$ cat config.mk
export PLATFORM = sky130hd
export DESIGN_NAME = pwm_bank
export DESIGN_NICKNAME = d
export VERILOG_FILES = /design/src/rtl/pwm_bank_pkg.sv /design/src/rtl/pwm_chan_ctrl.sv /design/src/rtl/pwm_chan_timer.sv /design/src/rtl/pwm_bank.sv
export SDC_FILE = /design/constraint.sdc
export NUM_CORES = 1
export LEC_CHECK = 0
export BUFFER_PORTS_ARGS = -buffer_cell sky130_fd_sc_hd__buf_2
export CAP_MARGIN = 25
export CORE_MARGIN = 2
export CORE_UTILIZATION = 48
export CTS_CLUSTER_DIAMETER = 50
export DETAILED_ROUTE_END_ITERATION = 10
export MAX_ROUTING_LAYER = met4
export PLACE_DENSITY = 0.66
export REMOVE_ABC_BUFFERS = 1
export SYNTH_ARGS = -nofsm -noshare
export SYNTH_HDL_FRONTEND = slang
export SYNTH_SLANG_ARGS = --single-unit
$ cat constraint.sdc
create_clock -name clk -period 2.2 [get_ports clk]
set_input_delay 0.11 -clock clk [delete_from_list [all_inputs] [get_ports clk]]
set_output_delay 0.11 -clock clk [all_outputs]
set_load 0.05 [all_outputs]
$ cat src/rtl/pwm_bank_pkg.sv
package pwm_bank_pkg;
    localparam int CW      = 16;  // counter / field width
    localparam int DW      = 32;  // bus data width
    localparam int HI_LSB  = 16;  // high count in config word
    localparam int DIV_LSB = 0;   // divider in config word
    localparam int PRE_LSB = 0;   // prescaler in control word
    localparam int UPD_BIT = 30;  // update request
    localparam int EN_BIT  = 31;  // enable

    typedef struct packed {
        logic          en;
        logic [CW-1:0] pre;
        logic [CW-1:0] div;
        logic [CW-1:0] hi;
    } pwm_cfg_t;
endpackage

$ cat src/rtl/pwm_chan_ctrl.sv
module pwm_chan_ctrl
    import pwm_bank_pkg::*;
(
    input  logic          clk,
    input  logic          rst_n,
    input  logic          wr_cfg,
    input  logic          wr_ctl,
    input  logic [DW-1:0] wdata,
    input  logic          boundary_i,
    output pwm_cfg_t      shadow_o,
    output pwm_cfg_t      active_o,
    output logic          pend_o
);
    typedef struct packed {
        pwm_cfg_t shd;
        pwm_cfg_t act;
        logic     pend;
    } ctrl_st_t;

    ctrl_st_t st_d, st_q;
    logic     load;

    always_comb begin
        st_d = st_q;
        load = st_q.pend && (!st_q.act.en || boundary_i);
        if (load) begin
            st_d.act  = st_q.shd;
            st_d.pend = 1'b0;
        end
        if (wr_cfg) begin
            st_d.shd.hi  = wdata[HI_LSB +: CW];
            st_d.shd.div = wdata[DIV_LSB +: CW];
        end
        if (wr_ctl) begin
            st_d.shd.pre = wdata[PRE_LSB +: CW];
            st_d.shd.en  = wdata[EN_BIT];
            if (wdata[UPD_BIT]) st_d.pend = 1'b1;
        end
    end

    always_ff @(posedge clk) begin
        if (!rst_n) st_q <= '0;
        else        st_q <= st_d;
    end

    assign shadow_o = st_q.shd;
    assign active_o = st_q.act;
    assign pend_o   = st_q.pend;

    // a stopped channel never keeps a request past one edge
    assert_stopped_load_R5: assert property (@(posedge clk) disable iff (!rst_n)
        (st_q.pend && !st_q.act.en && !(wr_ctl && wdata[UPD_BIT])) |=> !st_q.pend);

    // a running channel keeps its settings until its period ends
    assert_hold_mid_period_R6: assert property (@(posedge clk) disable iff (!rst_n)
        (st_q.act.en && !boundary_i) |=> $stable(st_q.act));

    // update bit stays set until a transfer happens
    assert_pend_sticky_R4: assert property (@(posedge clk) disable iff (!rst_n)
        (st_q.pend && st_q.act.en && !boundary_i) |=> st_q.pend);
endmodule

$ cat src/rtl/pwm_chan_timer.sv
module pwm_chan_timer
    import pwm_bank_pkg::*;
(
    input  logic     clk,
    input  logic     rst_n,
    input  pwm_cfg_t cfg_i,
    output logic     boundary_o,
    output logic     pwm_o
);
    typedef struct packed {
        logic [CW-1:0] pre_cnt;
        logic [CW-1:0] per_cnt;
    } tmr_st_t;

    tmr_st_t st_d, st_q;
    logic    pre_end, per_end;

    always_comb begin
        pre_end = (st_q.pre_cnt == cfg_i.pre);
        per_end = (st_q.per_cnt == cfg_i.div);
        st_d    = st_q;
        if (!cfg_i.en) begin
            st_d = '0;
        end else if (pre_end) begin
            st_d.pre_cnt = '0;
            st_d.per_cnt = per_end ? '0 : st_q.per_cnt + 1'b1;
        end else begin
            st_d.pre_cnt = st_q.pre_cnt + 1'b1;
        end
    end

    always_ff @(posedge clk) begin
        if (!rst_n) st_q <= '0;
        else        st_q <= st_d;
    end

    assign boundary_o = cfg_i.en && pre_end && per_end;
    assign pwm_o      = cfg_i.en && (st_q.per_cnt < cfg_i.hi);

    assert_cnt_held_R10: assert property (@(posedge clk) disable iff (!rst_n)
        !cfg_i.en |=> (st_q.pre_cnt == '0 && st_q.per_cnt == '0));

    assert_cnt_bound_R7: assert property (@(posedge clk) disable iff (!rst_n)
        cfg_i.en |-> (st_q.pre_cnt <= cfg_i.pre && st_q.per_cnt <= cfg_i.div));

    assert_full_high_R9: assert property (@(posedge clk) disable iff (!rst_n)
        (cfg_i.en && cfg_i.hi > cfg_i.div) |-> pwm_o);
endmodule

$ cat src/rtl/pwm_bank.sv
module pwm_bank
    import pwm_bank_pkg::*;
#(
    parameter  int NCH = 4,
    localparam int AW  = $clog2(2 * NCH)
) (
    input  logic           clk,
    input  logic           rst_n,
    input  logic [AW-1:0]  bus_addr,
    input  logic           bus_wr,
    input  logic [DW-1:0]  bus_wdata,
    input  logic           bus_rd,
    output logic [DW-1:0]  bus_rdata,
    output logic [NCH-1:0] pwm_out
);
    typedef struct packed {
        logic [DW-1:0] rdata;
    } bus_st_t;

    bus_st_t       st_d, st_q;
    logic [DW-1:0] cfg_word [NCH];
    logic [DW-1:0] ctl_word [NCH];

    for (genvar ch = 0; ch < NCH; ch++) begin : g_chan
        pwm_cfg_t shd, act;
        logic     pend, bnd, wr_cfg, wr_ctl;

        assign wr_cfg = bus_wr && (bus_addr == AW'(2 * ch));
        assign wr_ctl = bus_wr && (bus_addr == AW'(2 * ch + 1));

        pwm_chan_ctrl u_ctrl (
            .clk(clk), .rst_n(rst_n), .wr_cfg(wr_cfg), .wr_ctl(wr_ctl),
            .wdata(bus_wdata), .boundary_i(bnd),
            .shadow_o(shd), .active_o(act), .pend_o(pend)
        );

        pwm_chan_timer u_tmr (
            .clk(clk), .rst_n(rst_n), .cfg_i(act),
            .boundary_o(bnd), .pwm_o(pwm_out[ch])
        );

        always_comb begin
            cfg_word[ch]                 = '0;
            cfg_word[ch][HI_LSB +: CW]   = shd.hi;
            cfg_word[ch][DIV_LSB +: CW]  = shd.div;
            ctl_word[ch]                 = '0;
            ctl_word[ch][PRE_LSB +: CW]  = shd.pre;
            ctl_word[ch][UPD_BIT]        = pend;
            ctl_word[ch][EN_BIT]         = shd.en;
        end
    end

    always_comb begin
        st_d = st_q;
        if (bus_rd) begin
            st_d.rdata = '0;
            for (int c = 0; c < NCH; c++) begin
                if (bus_addr[AW-1:1] == (AW-1)'(c))
                    st_d.rdata = bus_addr[0] ? ctl_word[c] : cfg_word[c];
            end
        end
    end

    always_ff @(posedge clk) begin
        if (!rst_n) st_q <= '0;
        else        st_q <= st_d;
    end

    assign bus_rdata = st_q.rdata;

    assert_rdata_hold_R2: assert property (@(posedge clk) disable iff (!rst_n)
        !bus_rd |=> $stable(bus_rdata));
endmodule

==> summary.md, run 1 <==
| Metric | Value |
|---|---|
| Max-cap violations | `0` |
| Sequential share of power | `0.464` |
| Vias in the first global route | `about 21000` |
| Pwr Total | `22.1 mW` |
| Total iterations of the first detailed-routing run | `6` |
| Cell area after synthesis | `around 26000 µm²` |
| Clock Latency Late Sink | `610 ps` |
| Net Sw Frac | `0.235` |
| Startpoint Class | `flop` |
| Vias per inst | `5.78` |
| Worst-Margin Slew | `806 ps` |
| Int Power | `~17 mW` |
| Die area | `between 50000 and 60000 µm²` |
| FF+latch count, synth | `556` |
| GRT Util Overall | `0.273` |
| Final Hold Viols | `0` |
| Most frequent cells in the layout | `520 x dfxtp_1, 439 x nand2_1, 282 x a21oi_1, 218 x o21a_1, 190 x xor2_1` |
| Fraction of layout cells with a size suffix above 1 | `0.149` |
| Core area | `~54000 µm²` |
| Slew headroom | `0.463` |
| Switch Pwr | `~5.2 mW` |
| Post-synthesis sequential area ratio | `0.422` |
| Diodes inserted | `0` |
| Root buffer cell | `clkbuf_16` |
| Syn avg cell area | `around 8.8 µm²` |
| Gp weighted congestion | `~0.90` |
| Commonest non-fill, non-tap cell in the layout | `dfxtp_1` |
| Buf/Inv on CP | `2` |
| Initial antenna violation count | `0` |
| WP data required | `roughly 2100 ps` |
| Final-report setup violation count | `4` |
| Final core occ | `0.570` |
| Setup TNS | `-1340 ps` |
| Max-slew violation count | `0` |
| Yosys warnings | `0` |
| CTS Buf Count | `68` |
| Critical path peak fanout | `2` |
| DP Area | `~28000 µm²` |
| Hold crit path type | `in -> reg` |
| Die H | `between 200 and 250 µm` |
| Die width | `between 200 and 250 µm` |
| DRC viols | `0` |
| Outcome | `finished, violations left` |
| Global route overflow | `0` |
| PortBufs | `74` |
| Reg2Reg Launch Point | `g_chan[2].u_tmr.st_q[29]` |
| IO Count | `75` |
| Power per Cell Area | `between 700 and 800 nW/µm²` |
| Final wirelength | `between 70 and 80 mm` |
| Drt initial violations | `roughly 2100` |
| Worst vdd ir | `0.000661 V` |
| Final ANT Viol Nets | `0` |
| CTS tree | `done` |
| RSZ-0062 raised after global routing | `true` |
| Critical-path top delay cell | `dfxtp_4` |
| Clock transition at path regs | `around 60 ps` |
| CP arrival | `between 2000 and 3000 ps` |
| Cell breakdown of the critical path | `ha_4 -> a21o_1 -> a21o_1 -> a211oi_2 -> o21bai_1 -> a21o_1 -> a221oi_2 -> buf_4 -> buf_12` |
| Fmax | `around 0.38 GHz` |
| Hpwl dp | `52.7 mm` |
| Synth-to-Final Area Change | `16.8%` |
| Final WS setup | `-408 ps` |
| CP most frequent cell | `a21o_1` |
| Skew final | `about 18 ps` |
| Num rows | `85` |
| Failing checks | `setup timing` |
| Min-delay src | `bus_wr` |
| CP delay by family, top | `compound AO/OA/AOI/OAI gates` |
| Mapped Cells | `around 3000` |
| Cell variety after synth | `47` |
| Clock share of power | `0.494` |
| Finished Cell Area | `30800 µm²` |
| Starting Density | `0.488` |
| Maximum number of pins on one net before global-route repair | `100` |
| Worst path max stage delay | `around 360 ps` |
| Critical Path Sink Type | `primary output` |
| Fraction of the cycle the final worst path needs | `1.19` |
| Layout fillers | `between 4000 and 5000` |
| Lkg Pwr | `approximately 12 nW` |
| Htree depth | `3` |
| Clock sink count | `between 500 and 600` |
| Worst-case clock buffer depth | `3` |
| Worst setup path category | `reg -> out` |
| Final net count | `approximately 3200` |
| First-pass GRT wire length | `119 mm` |
| Minimum clock period | `2610 ps` |
| Routed len/inst | `between 20 and 25 µm` |
| Pre-CTS WS | `-29.0 ps` |
| Via count | `between 20000 and 25000` |
| Comb pwr share | `0.042` |
| Worst Setup SP | `g_chan[3].u_tmr.st_q[9]` |
## worst paths after layout
check             slack (ps)  cells past startpoint                       endpoint
setup / recovery        -410                      9                     pwm_out[3]
hold / removal            90                      5  g_chan[2].u_ctrl.shadow_o[48]
setup reg to reg          60                      7       g_chan[2].u_tmr.st_q[13]
hold reg to reg          460                      2  g_chan[3].u_ctrl.shadow_o[26]
## metal layers
metal	GRT usage	vias to the layer above	part of all wire
li1	-	10500	-
met1	0.368	10600	0.44
met2	0.422	762	0.46
met3	0.0412	145	0.069
met4	0.0900	0	0.030
met5	-	-	0
## flip-flops by register name (all words and copies together) (netlist names)
register                cells
g_chan.u_ctrl.active_o    196
g_chan.u_tmr.st_q         128
g_chan.u_ctrl.shadow_o    196
g_chan.u_ctrl.pend_o        4
bus_rdata                  32
## what timing repair did
| action | 4_1_cts | 5_1_grt |
|---|---|---|
| resized for setup | 51 | 40 |
| hold endpoints to repair | 228 | 0 |
| pin swaps | 27 | 18 |
| buffers inserted | 3 | 5 |
| cloned | 1 | 4 |
| hold buffers | 33 | 0 |
| setup endpoints to repair | 32 | 165 |
## cell type report
type                            count  area, µm²  area share
Timing Repair Buffer              231       2020      0.0655
Sequential cell                   556      11200       0.363
Clock buffer                       95       1910      0.0622
Inverter                           72        278     0.00902
Clock inverter                     23        254     0.00825
Multi-Input combinational cell   2131      14300       0.464
Tap cell                          696        871      0.0283
## worst register-to-register path, delay by kind of cell, from the launching register on
| kind | cells | cell delay, ps |
|---|---|---|
| AND/OR/NAND/NOR | 4 | 1200 |
| buffers and inverters | 1 | 190 |
| flip-flops | 1 | 340 |
| XOR/XNOR | 2 | 320 |
## logic make-up (layout without fill, tap and decap cells)
family / Yosys count / count (layout) / synth area share
DFF: 556 / 556 / 0.422
xor gates and xnor gates: 240 / 240 / 0.0797
buffers and inverters: 315 / 421 / 0.0491
muxes: 71 / 71 / 0.0494
and+or+nand+nor: 1057 / 1057 / 0.199
AOI/OAI and AO/OA: 695 / 695 / 0.169
adders and majority gates: 68 / 68 / 0.0323
## metrics by stage
stage / instances / hold slack (ps)
finish: 3804 / 90.5
global route: 3804 / 127
CTS: 3795 / 70.8
detailed placement: 3640 / 401
global placement: 3640 / 394
floorplan: 2759 / 206
## power groups by stage
stage,Combinational [mW],Sequential (mW),Clock [mW]
finish,0.935,10.3,10.9
CTS,0.920,10.3,11.1
global route,0.988,10.3,11.5
global placement,0.856,10.5,0
detailed placement,0.871,10.5,0
floorplan,0.330,10.5,0
## cell usage after synthesis, drive strengths merged
cell type | instances | share of area
dfxtp | 556 | 0.42
nand2 | 439 | 0.062
a21oi | 285 | 0.054
o21a | 218 | 0.062
xor2 | 190 | 0.063
clkbuf | 184 | 0.027
and3 | 176 | 0.042
nor2 | 152 | 0.022
a21boi | 100 | 0.029
nand4 | 73 | 0.017
inv | 72 | 0.010
ha | 68 | 0.032
buf | 59 | 0.012
xnor2 | 50 | 0.017
nand3 | 48 | 0.0091
mux4 | 47 | 0.040
nor3b | 37 | 0.014
nor3 | 34 | 0.0065
nor4 | 26 | 0.0067
o21ai | 26 | 0.0052
a211oi | 25 | 0.0071
a21o | 24 | 0.0068
mux2i | 21 | 0.0080
and4 | 18 | 0.0060
nor2b | 15 | 0.0036
nand2b | 13 | 0.0031
nand3b | 11 | 0.0031
or3 | 6 | 0.0014
or2 | 5 | 0.0012
a221oi | 4 | 0.0013
a22oi | 4 | 0.0011
o211ai | 4 | 0.0011
o21bai | 4 | 0.0011
and2 | 3 | 0.00071
mux2 | 3 | 0.0013
a2bb2oi | 1 | 0.00033
or4 | 1 | 0.00028
No activity file was read; power rests on OpenSTA's default activity.
==> run 2: changes to the inputs <==
--- a/config.mk
+++ b/config.mk
@@ -14,6 +14,7 @@
 export MAX_ROUTING_LAYER = met4
 export PLACE_DENSITY = 0.66
 export REMOVE_ABC_BUFFERS = 1
+export SKIP_CTS_REPAIR_TIMING = 1
 export SYNTH_ARGS = -nofsm -noshare
 export SYNTH_HDL_FRONTEND = slang
 export SYNTH_SLANG_ARGS = --single-unit
==> summary.md, run 2 (synthesized netlist as in run 1, its figures left out) <==
| Metric | Value |
|---|---|
| Worst vdd ir | `0.000661 V (about the same)` |
| DRC viols | `0 (unchanged)` |
| Register-to-Register Path Depth | `7 (unchanged)` |
| Critical Path Sink Type | `primary output (unchanged)` |
| Via count | `22100 (was 22000)` |
| Global Route met2 Usage | `0.414 (was 0.422)` |
| Minimum clock period | `2630 ps (was 2610 ps)` |
| Reg2Reg Launch Point | `g_chan[2].u_tmr.st_q[29] (unchanged)` |
| Gp weighted congestion | `0.897 (unchanged)` |
| Initial antenna violation count | `0 (unchanged)` |
| CP arrival | `2520 ps (was 2500 ps)` |
| Vias per inst | `5.80 (was 5.78)` |
| Pwr Total | `22.1 mW (about the same)` |
| Htree depth | `3 (unchanged)` |
| Fraction of layout cells with a size suffix above 1 | `0.146 (was 0.149)` |
| Most frequent cells in the layout | `522 x dfxtp_1, 439 x nand2_1, 284 x a21oi_1, 218 x o21a_1, 190 x xor2_1 (was 520 x dfxtp_1, 439 x nand2_1, 282 x a21oi_1, 218 x o21a_1, 190 x xor2_1)` |
| Min-delay src | `bus_wr (unchanged)` |
| CTS tree | `done (unchanged)` |
| Num rows | `85 (unchanged)` |
| Clock sink count | `556 (unchanged)` |
| Routed len/inst | `20.2 µm (about the same)` |
| Buf/Inv on CP | `2 (unchanged)` |
| Die width | `238 µm (unchanged)` |
| Worst Setup SP | `g_chan[3].u_tmr.st_q[9] (unchanged)` |
| Lkg Pwr | `12.3 nW (about the same)` |
| Drt initial violations | `2084 (was 2105)` |
| Final net count | `3166 (was 3167)` |
| Die area | `56800 µm² (unchanged)` |
| Slew headroom | `0.470 (was 0.463)` |
| WP data required | `2090 ps (about the same)` |
| Max-slew violation count | `0 (unchanged)` |
| Routing usage on met3 | `0.0429 (was 0.0412)` |
| Fmax | `0.380 GHz (was 0.383 GHz)` |
| Fraction of the cycle the final worst path needs | `1.20 (was 1.19)` |
| CP delay by family, top | `compound AO/OA/AOI/OAI gates (unchanged)` |
| Clock Latency Late Sink | `610 ps (about the same)` |
| Critical path peak fanout | `3 (was 2)` |
| Worst path depth | `9 (unchanged)` |
| Final WS setup | `-432 ps (was -408 ps)` |
| GRT Util Overall | `0.269 (was 0.273)` |
| Total iterations of the first detailed-routing run | `5 (was 6)` |
| Min-Delay Path Depth | `5 (unchanged)` |
| Failing checks | `setup timing (unchanged)` |
| Met1 usage | `0.364 (was 0.368)` |
| Outcome | `finished, violations left (unchanged)` |
| Skew final | `20.8 ps (was 17.9 ps)` |
| Worst-case clock buffer depth | `3 (unchanged)` |
| PortBufs | `74 (unchanged)` |
| Placed instance count | `3640 (unchanged)` |
| Vias in the first global route | `20600 (was 21000)` |
| CTS Buf Count | `68 (unchanged)` |
| Worst-Margin Slew | `795 ps (was 806 ps)` |
| Cell breakdown of the critical path | `ha_4 -> a21o_1 -> a21o_1 -> a211oi_2 -> o21bai_1 -> a21o_1 -> a221oi_2 -> buf_4 -> buf_12 (unchanged)` |
| First-pass GRT wire length | `117 mm (was 119 mm)` |
| Finished Cell Area | `30800 µm² (about the same)` |
| Final wirelength | `76.8 mm (about the same)` |
| RSZ-0062 raised after global routing | `true (unchanged)` |
| Diodes inserted | `0 (unchanged)` |
| Synth-to-Final Area Change | `16.6% (was 16.8%)` |
| Root buffer cell | `clkbuf_16 (unchanged)` |
| Die H | `238 µm (unchanged)` |
| Global route overflow | `0 (unchanged)` |
| Hpwl dp | `52.7 mm (unchanged)` |
| CP most frequent cell | `a21o_1 (unchanged)` |
| Layout fillers | `4754 (was 4741)` |
| Maximum number of pins on one net before global-route repair | `100 (unchanged)` |
| Pre-CTS WS | `-29.0 ps (unchanged)` |
| Final ANT Viol Nets | `0 (unchanged)` |
| Starting Density | `0.488 (unchanged)` |
| Core area | `54000 µm² (unchanged)` |
| Final core occ | `0.569 (was 0.570)` |
| Commonest non-fill, non-tap cell in the layout | `dfxtp_1 (unchanged)` |
| Post-route insts no fill | `3803 (was 3804)` |
| Worst path max stage delay | `360 ps (about the same)` |
| Top Usage Layer GRT | `met2 (unchanged)` |
| Worst setup path category | `reg -> out (unchanged)` |
| IO Count | `75 (unchanged)` |
| Critical-path top delay cell | `dfxtp_4 (unchanged)` |
| Max-cap violations | `0 (unchanged)` |
| Power per Cell Area | `720 nW/µm² (was 719 nW/µm²)` |
| Hold Slack | `101 ps (was 90.5 ps)` |
| DP Area | `27700 µm² (unchanged)` |
| Final-report setup violation count | `4 (unchanged)` |
| Clock transition at path regs | `60 ps (about the same)` |
| Startpoint Class | `flop (unchanged)` |
| Final Hold Viols | `0 (unchanged)` |
| Setup TNS | `-1450 ps (was -1340 ps)` |
| Hold crit path type | `in -> reg (unchanged)` |
run 2: cell count changes in the layout (fill, tap and decap cells not counted), sizes merged:
cell	previous run	this run
buf	194	193
run 2: layer usage:
layer	vias to the layer above	share of wire	wire, µm
met3	149	0.073	5590
met4	0	0.029	2200
met5	-	0	0
li1	10500	-	-
met2	848	0.46	35400
met1	10600	0.44	33600
run 2: worst paths after layout:
kind | slack (ps) | end
max reg2reg | 50 | g_chan[2].u_tmr.st_q[13]
max | -430 | pwm_out[3]
min | 100 | g_chan[2].u_ctrl.shadow_o[48]
min reg2reg | 470 | g_chan[3].u_ctrl.shadow_o[26]
run 2: cell type report:
class	instances	area (µm²)	area share
clock inverters	23	254	0.00826
flip-flops and latches	556	11200	0.363
clock buffers	95	1910	0.0622
multi-input cells	2131	14300	0.464
well taps	696	871	0.0283
repair buffers	230	1990	0.0647
inverters	72	278	0.00903
run 2: worst min-delay path, delay by kind of cell:
| kind | cells | cell delay [ps] |
|---|---|---|
| buf+inv | 1 | 170 |
| compound gates | 1 | 50 |
| simple gates | 3 | 310 |
run 2: power by group:
part	switching [mW]	total (mW)	internal [mW]
sequential	0.111	10.3	10.2
combinational	0.632	0.936	0.304
clock	4.45	10.9	6.47
